`config.mk`:
```
export PLATFORM = sky130hd
export DESIGN_NAME = prot_bit_bank
export DESIGN_NICKNAME = d
export VERILOG_FILES = /design/src/rtl/pbr_pkg.sv /design/src/rtl/pbr_bit_alu.sv /design/src/rtl/pbr_word_cell.sv /design/src/rtl/prot_bit_bank.sv
export SDC_FILE = /design/constraint.sdc
export NUM_CORES = 1
export LEC_CHECK = 0
export BUFFER_PORTS_ARGS = -buffer_cell sky130_fd_sc_hd__buf_2
export CORE_MARGIN = 3
export CORE_UTILIZATION = 55
export CTS_BUF_LIST = sky130_fd_sc_hd__clkbuf_8 sky130_fd_sc_hd__clkbuf_16
export DETAILED_ROUTE_END_ITERATION = 10
export PLACE_DENSITY = 0.85
export SYNTH_ARGS = -nofsm -noshare
export SYNTH_HDL_FRONTEND = slang
export SYNTH_SLANG_ARGS = --single-unit
```
`constraint.sdc`:
```
create_clock -name clk -period 9.7 [get_ports clk]
set_clock_uncertainty 0.1 [all_clocks]
set_input_delay 0 -clock clk [delete_from_list [all_inputs] [get_ports clk]]
set_output_delay 0 -clock clk [all_outputs]
set_load 0.01 [all_outputs]
```
`src/rtl/pbr_pkg.sv`:
```
package pbr_pkg;
  typedef enum logic [3:0] {
    OP_SET  = 4'd0,
    OP_CLR  = 4'd1,
    OP_AND  = 4'd2,
    OP_OR   = 4'd3,
    OP_XOR  = 4'd4,
    OP_MOV  = 4'd5,
    OP_MOVN = 4'd6,
    OP_FLDL = 4'd7,
    OP_FLDH = 4'd8,
    OP_TSTS = 4'd9,
    OP_TSTC = 4'd10,
    OP_TCLR = 4'd11,
    OP_TSET = 4'd12
  } bitop_e;
endpackage

```
`src/rtl/pbr_bit_alu.sv`:
```
module pbr_bit_alu
  import pbr_pkg::*;
#(
  parameter int DATA_W = 16,
  localparam int BIT_W = $clog2(DATA_W),
  localparam int FLD_W = DATA_W / 2
) (
  input  logic [3:0]        op,
  input  logic [DATA_W-1:0] word,
  input  logic [BIT_W-1:0]  bit_idx,
  input  logic              src_bit,
  input  logic [FLD_W-1:0]  mask,
  input  logic [FLD_W-1:0]  data,
  input  logic [DATA_W-1:0] def_word,
  output logic [DATA_W-1:0] targ,
  output logic [DATA_W-1:0] val,
  output logic              hit,
  output logic              bad_op
);
  logic [DATA_W-1:0] one_hot;
  logic              cur;
  logic [DATA_W-1:0] targ_raw;

  assign one_hot = {{(DATA_W-1){1'b0}}, 1'b1} << bit_idx;
  assign cur     = word[bit_idx];

  always_comb begin
    targ_raw = '0;
    val      = '0;
    hit      = 1'b0;
    bad_op   = 1'b0;
    case (bitop_e'(op))
      OP_SET:  begin targ_raw = one_hot; val = one_hot; end
      OP_CLR:  begin targ_raw = one_hot; end
      OP_AND:  begin targ_raw = one_hot; val = (cur & src_bit) ? one_hot : '0; end
      OP_OR:   begin targ_raw = one_hot; val = (cur | src_bit) ? one_hot : '0; end
      OP_XOR:  begin targ_raw = one_hot; val = (cur ^ src_bit) ? one_hot : '0; end
      OP_MOV:  begin targ_raw = one_hot; val = src_bit ? one_hot : '0; end
      OP_MOVN: begin targ_raw = one_hot; val = src_bit ? '0 : one_hot; end
      OP_FLDL: begin
        targ_raw = {{FLD_W{1'b0}}, mask};
        val      = {{FLD_W{1'b0}}, data};
      end
      OP_FLDH: begin
        targ_raw = {mask, {FLD_W{1'b0}}};
        val      = {data, {FLD_W{1'b0}}};
      end
      OP_TSTS: hit = cur;
      OP_TSTC: hit = ~cur;
      OP_TCLR: begin hit = cur;  targ_raw = cur ? one_hot : '0; end
      OP_TSET: begin hit = ~cur; targ_raw = cur ? '0 : one_hot; val = one_hot; end
      default: bad_op = 1'b1;
    endcase
  end

  assign targ = targ_raw & def_word;
endmodule

```
`src/rtl/pbr_word_cell.sv`:
```
module pbr_word_cell #(
  parameter int WIDTH = 16,
  parameter logic [WIDTH-1:0] DEF  = '1,
  parameter logic [WIDTH-1:0] PROT = '0
) (
  input  logic             clk,
  input  logic             rst,
  input  logic [WIDTH-1:0] hw_set,
  input  logic [WIDTH-1:0] hw_clr,
  input  logic             wr_en,
  input  logic [WIDTH-1:0] wr_targ,
  input  logic [WIDTH-1:0] wr_val,
  output logic [WIDTH-1:0] q
);
  localparam logic [WIDTH-1:0] HW_BITS = DEF & PROT;

  logic [WIDTH-1:0] set_m, clr_m, after_hw, nxt;

  assign set_m    = hw_set & HW_BITS;
  assign clr_m    = hw_clr & HW_BITS & ~set_m;
  assign after_hw = (q | set_m) & ~clr_m;

  always_comb begin
    nxt = after_hw;
    if (wr_en) nxt = (after_hw & ~wr_targ) | (wr_val & wr_targ);
  end

  always_ff @(posedge clk) begin
    if (rst) q <= '0;
    else     q <= nxt & DEF;
  end
endmodule

```
`src/rtl/prot_bit_bank.sv`:
```
module prot_bit_bank
  import pbr_pkg::*;
#(
  parameter int NUM_WORDS = 8,
  parameter int DATA_W    = 16,
  parameter int ADDR_W    = 4,
  parameter logic [NUM_WORDS*DATA_W-1:0] DEF_MASK  = {16'h00FF, {112{1'b1}}},
  parameter logic [NUM_WORDS*DATA_W-1:0] PROT_MASK = {16'h0000, 16'hFF00, 80'h0, 16'h000F},
  localparam int BIT_W = $clog2(DATA_W),
  localparam int FLD_W = DATA_W / 2,
  localparam int IDX_W = $clog2(NUM_WORDS),
  localparam int FLAT_W = NUM_WORDS * DATA_W
) (
  input  logic              clk,
  input  logic              rst,
  input  logic              cmd_valid,
  input  logic [3:0]        cmd_op,
  input  logic [ADDR_W-1:0] cmd_addr,
  input  logic [BIT_W-1:0]  cmd_bit,
  input  logic [ADDR_W-1:0] cmd_src_addr,
  input  logic [BIT_W-1:0]  cmd_src_bit,
  input  logic [FLD_W-1:0]  cmd_mask,
  input  logic [FLD_W-1:0]  cmd_data,
  input  logic [FLAT_W-1:0] hw_set,
  input  logic [FLAT_W-1:0] hw_clr,
  output logic              busy,
  output logic              res_valid,
  output logic [DATA_W-1:0] res_word,
  output logic              res_bit,
  output logic              res_hit,
  output logic              res_rej
);
  logic [DATA_W-1:0] bank [NUM_WORDS];
  logic [FLAT_W-1:0] bank_flat;

  logic              accept, dst_ok, src_ok;
  logic [DATA_W-1:0] rd_word, def_word, src_word;
  logic              src_bit_v;
  logic [DATA_W-1:0] alu_targ, alu_val;
  logic              alu_hit, alu_bad, reject;

  logic              wr_en;
  logic [IDX_W-1:0]  wr_idx;
  logic [DATA_W-1:0] wr_targ, wr_val;

  assign accept = cmd_valid & ~busy;
  assign dst_ok = cmd_addr < ADDR_W'(NUM_WORDS);
  assign src_ok = cmd_src_addr < ADDR_W'(NUM_WORDS);

  assign rd_word   = dst_ok ? bank[cmd_addr[IDX_W-1:0]] : '0;
  assign def_word  = dst_ok ? DEF_MASK[cmd_addr[IDX_W-1:0]*DATA_W +: DATA_W] : '0;
  assign src_word  = src_ok ? bank[cmd_src_addr[IDX_W-1:0]] : '0;
  assign src_bit_v = src_word[cmd_src_bit];

  pbr_bit_alu #(.DATA_W(DATA_W)) u_alu (
    .op      (cmd_op),
    .word    (rd_word),
    .bit_idx (cmd_bit),
    .src_bit (src_bit_v),
    .mask    (cmd_mask),
    .data    (cmd_data),
    .def_word(def_word),
    .targ    (alu_targ),
    .val     (alu_val),
    .hit     (alu_hit),
    .bad_op  (alu_bad)
  );

  assign reject = ~dst_ok | alu_bad;

  always_ff @(posedge clk) begin
    if (rst) begin
      busy      <= 1'b0;
      res_valid <= 1'b0;
      res_word  <= '0;
      res_bit   <= 1'b0;
      res_hit   <= 1'b0;
      res_rej   <= 1'b0;
      wr_idx    <= '0;
      wr_targ   <= '0;
      wr_val    <= '0;
    end else begin
      busy      <= accept;
      res_valid <= accept;
      if (accept) begin
        res_word <= reject ? '0 : rd_word;
        res_bit  <= reject ? 1'b0 : rd_word[cmd_bit];
        res_hit  <= reject ? 1'b0 : alu_hit;
        res_rej  <= reject;
        wr_idx   <= cmd_addr[IDX_W-1:0];
        wr_targ  <= reject ? '0 : alu_targ;
        wr_val   <= alu_val;
      end
    end
  end

  assign wr_en = busy & ~res_rej;

  for (genvar g = 0; g < NUM_WORDS; g++) begin : g_word
    pbr_word_cell #(
      .WIDTH(DATA_W),
      .DEF  (DEF_MASK[g*DATA_W +: DATA_W]),
      .PROT (PROT_MASK[g*DATA_W +: DATA_W])
    ) u_cell (
      .clk    (clk),
      .rst    (rst),
      .hw_set (hw_set[g*DATA_W +: DATA_W]),
      .hw_clr (hw_clr[g*DATA_W +: DATA_W]),
      .wr_en  (wr_en && (wr_idx == IDX_W'(g))),
      .wr_targ(wr_targ),
      .wr_val (wr_val),
      .q      (bank[g])
    );
    assign bank_flat[g*DATA_W +: DATA_W] = bank[g];
  end
endmodule

```
==> results.ini <==
[clock_tree]
cts_buffers = 17
clock_sinks = 175
cts_tree = yes
post_cts_resized = 0
clockRootBuffer = clkbuf_16
clockBufferDepth = 2
cts.htree.levels = 4
postCtsSetupBuffers = 0
clk_pin_slew_ns = 0.06
worstSkewPairLatency_ns = 0.44

[setup_path]
cp-start-kind = input pin
crit_type = in -> reg
critical_path.top_delay_family = compound AO/OA/AOI/OAI gates
cp.required_ns = 9.92
slowest_stage = nor2b_1
crit_top_cell = a21oi_1
crit_chain = buf_2, nor2b_1, a22oi_1, a21oi_1, a2111oi_0, o211ai_1, nor2_1, ha_1, inv_1, a21oi_1, a21oi_1, nor2_1, o31ai_1, a31o_2, o22ai_2, dlygate4sd3_1
r2r_setup_slack_ns = 5.18
slowest_delay_ns = 0.93
worst_r2r_path_depth = 14
critPathMaxFanout = 26
cp_num_buf_inv = 3
cp.arrival_ns = 4.93
r2r-end = wr_val[2]
crit_path_end_kind = register
reg2reg_from = g_word[6].u_cell.q[9]

[sta]
setup_viol = 0
slew_violations = 0
tightest_slew_ns = 1.18
period_share = 0.485
setup_tns_ns = 0
max_freq_ghz = 0.212
rsz0062_at_grt = no
layout_setup_ws_ns = 4.99
final-hold-violation-count = 0
holdWs_ns = 0.00474
fin_crit_ns = 4.71
slew_headroom = 0.207

[routing]
firstDrtPassIters = 7
postRouteWirelength_mm = 30.9
drcViolationCount = 0
vias = 9823
routedWlPerCell_um = 20.7
drt-initial-drc-count = 1695
post_drt_via_cell_ratio = 6.58
ant_nets = 0

[floorplan]
ios = 316
die_y_um = 139
core-area_um2 = 16900
die_w_um = 139
rows = 47
initial_core_util = 0.573
dieArea_um2 = 19200

[cells_and_area]
mostFrequentLayoutCell = nand2_1
synthToLayoutAreaGrowth_pct = 14.6
fin_nets = 1559
n_antenna_cell = 0
final_cell_mix = 260 x nand2_1, 175 x dfxtp_1, 158 x a21oi_1, 121 x nand3_1, 82 x buf_2
stdcell_area_um2 = 11100
finish.utilization = 0.656
drive_above_1_share = 0.144

[placed_design]
place_ws_ns = 5.37
dp_hpwl_mm = 19.4
placed_area_um2 = 9990
gp_congestion = 0.919
port_buffers = 83

[synth]
synth_xor_area_frac = 0.000906
synth_fa_ha_area_frac = 0.00259
synth_compound_area_frac = 0.196
synth_top_family_by_area = simple AND/OR/NAND/NOR gates
ys_warn_count = 0
syn-cell-area_um2 = 9670
synth_edf_count = 0
syn_area_per_cell_um2 = 7.94
synth_nets = 1514
postSynth.topFlopCell = dfxtp_1
synth_cell_types = 54
yosysSeqAreaShare = 0.362
ys_async_sr_fraction = 0
synth-seq-cells = 175
synthCells = 1217
muxShareOfSynthArea = 0.142
yosys.area_share.simple = 0.237

[global_route]
grt_usage = 0.310
met1_usage = 0.426
top_usage_layer = met2
gr-total-overflow = 0
grt_pass1_wl_mm = 48.1
grt_use_met3 = 0.0848
antenna_found_initial = 0
grt.met2_usage = 0.467
grt_max_degree = 121
first_global_vias = 8970

[power]
clockPowerShare = 0.426
p_switching_uw = 402
sw_frac_of_total = 0.254
p_comb_frac = 0.109
power.density_nw_per_um2 = 143
vdd_drop_max_mv = 0.127
seqPwrFrac = 0.465
cellLeakagePower_uw = 0.00378
internal_power_uw = 1180

[outcome]
status = finished clean

[min_path]
holdCritStartpoint = rst
hold_class = in -> reg
hold_end = wr_val[5]
whs_path_depth = 2

[run]
cap_violations = 0

-- per-layer routing --
| layer | vias to the layer above | wire, µm |
|---|---|---|
| met4 | 0 | 1010 |
| met5 | - | 0 |
| met1 | 4582 | 12100 |
| met3 | 87 | 4080 |
| li1 | 4452 | - |
| met2 | 702 | 13700 |
-- kinds of logic (layout without fill, tap and decap cells) --
logic type / after synthesis / count (layout)
AO/OA/AOI/OAI: 296 / 296
XOR/XNOR: 1 / 1
adder cells (fa/ha/maj): 2 / 2
buffers and inverters: 143 / 198
flip-flops: 175 / 175
multiplexers: 89 / 89
AND/OR/NAND/NOR: 511 / 511
-- metrics by stage --
step | total power, µW | cells
4_1_cts | 1580 | 1492
2_1_floorplan | 849 | 1217
3_5_place_dp | 902 | 1411
5_1_grt | 1620 | 1492
6_report | 1580 | 1492
3_3_place_gp | 900 | 1411
-- synth_stat cells, types with 15 or more instances --
library cell	number	area, µm²
nand2_1	260	976
dfxtp_1	175	3500
a21oi_1	158	791
nand3_1	121	606
clkbuf_1	92	345
nor2_1	54	203
mux2i_1	51	510
a22oi_1	47	353
mux4_2	28	631
inv_1	20	75.1
nand3b_1	17	128
a31oi_1	15	93.8
-- final cells by class --
type                    instances  area [µm²]
multi-input cells             899        5610
clock inverters                 9        95.1
clock buffers                  20         467
flip-flops and latches        175        3500
fillers                      1340        5800
inverters                      20        75.1
well taps                     220         275
repair buffers                149        1050
-- power by group through the flow --
stage | registers (µW) | clock network, µW | logic (µW)
2_1_floorplan | 747 | 0 | 101
6_report | 736 | 674 | 173
3_5_place_dp | 752 | 0 | 150
4_1_cts | 736 | 672 | 167
5_1_grt | 737 | 701 | 183
3_3_place_gp | 752 | 0 | 149
-- worst reg2reg max path: cells and delay by family, from the launching register on --
| family | cells | cell delay, ns |
|---|---|---|
| buffers and inverters | 2 | 0.65 |
| AO/OA/AOI/OAI | 6 | 1.95 |
| flip-flops | 1 | 0.35 |
| multiplexers | 1 | 0.07 |
| AND/OR/NAND/NOR | 4 | 1.03 |
| adder cells (fa/ha/maj) | 1 | 0.26 |
-- how the worst max path moves through the flow --
stage,from,to,slack [ns],depth (start not counted)
2_1_floorplan,cmd_src_addr[2],wr_val[10],6.24,16
3_3_place_gp,cmd_addr[2],wr_val[1],5.42,14
3_5_place_dp,cmd_addr[2],wr_val[1],5.37,14
4_1_cts,cmd_addr[2],wr_val[0],5.25,15
5_1_grt,cmd_addr[2],wr_val[0],4.80,15
6_report,cmd_addr[0],wr_val[2],4.99,16
-- timing repair --
| action | in CTS | in global routing |
|---|---|---|
| hold buffers | 52 | 0 |
| endpoints found under the setup margin | 0 | 0 |
| hold endpoints to repair | 49 | 0 |
(Power assumes the default switching activity.)
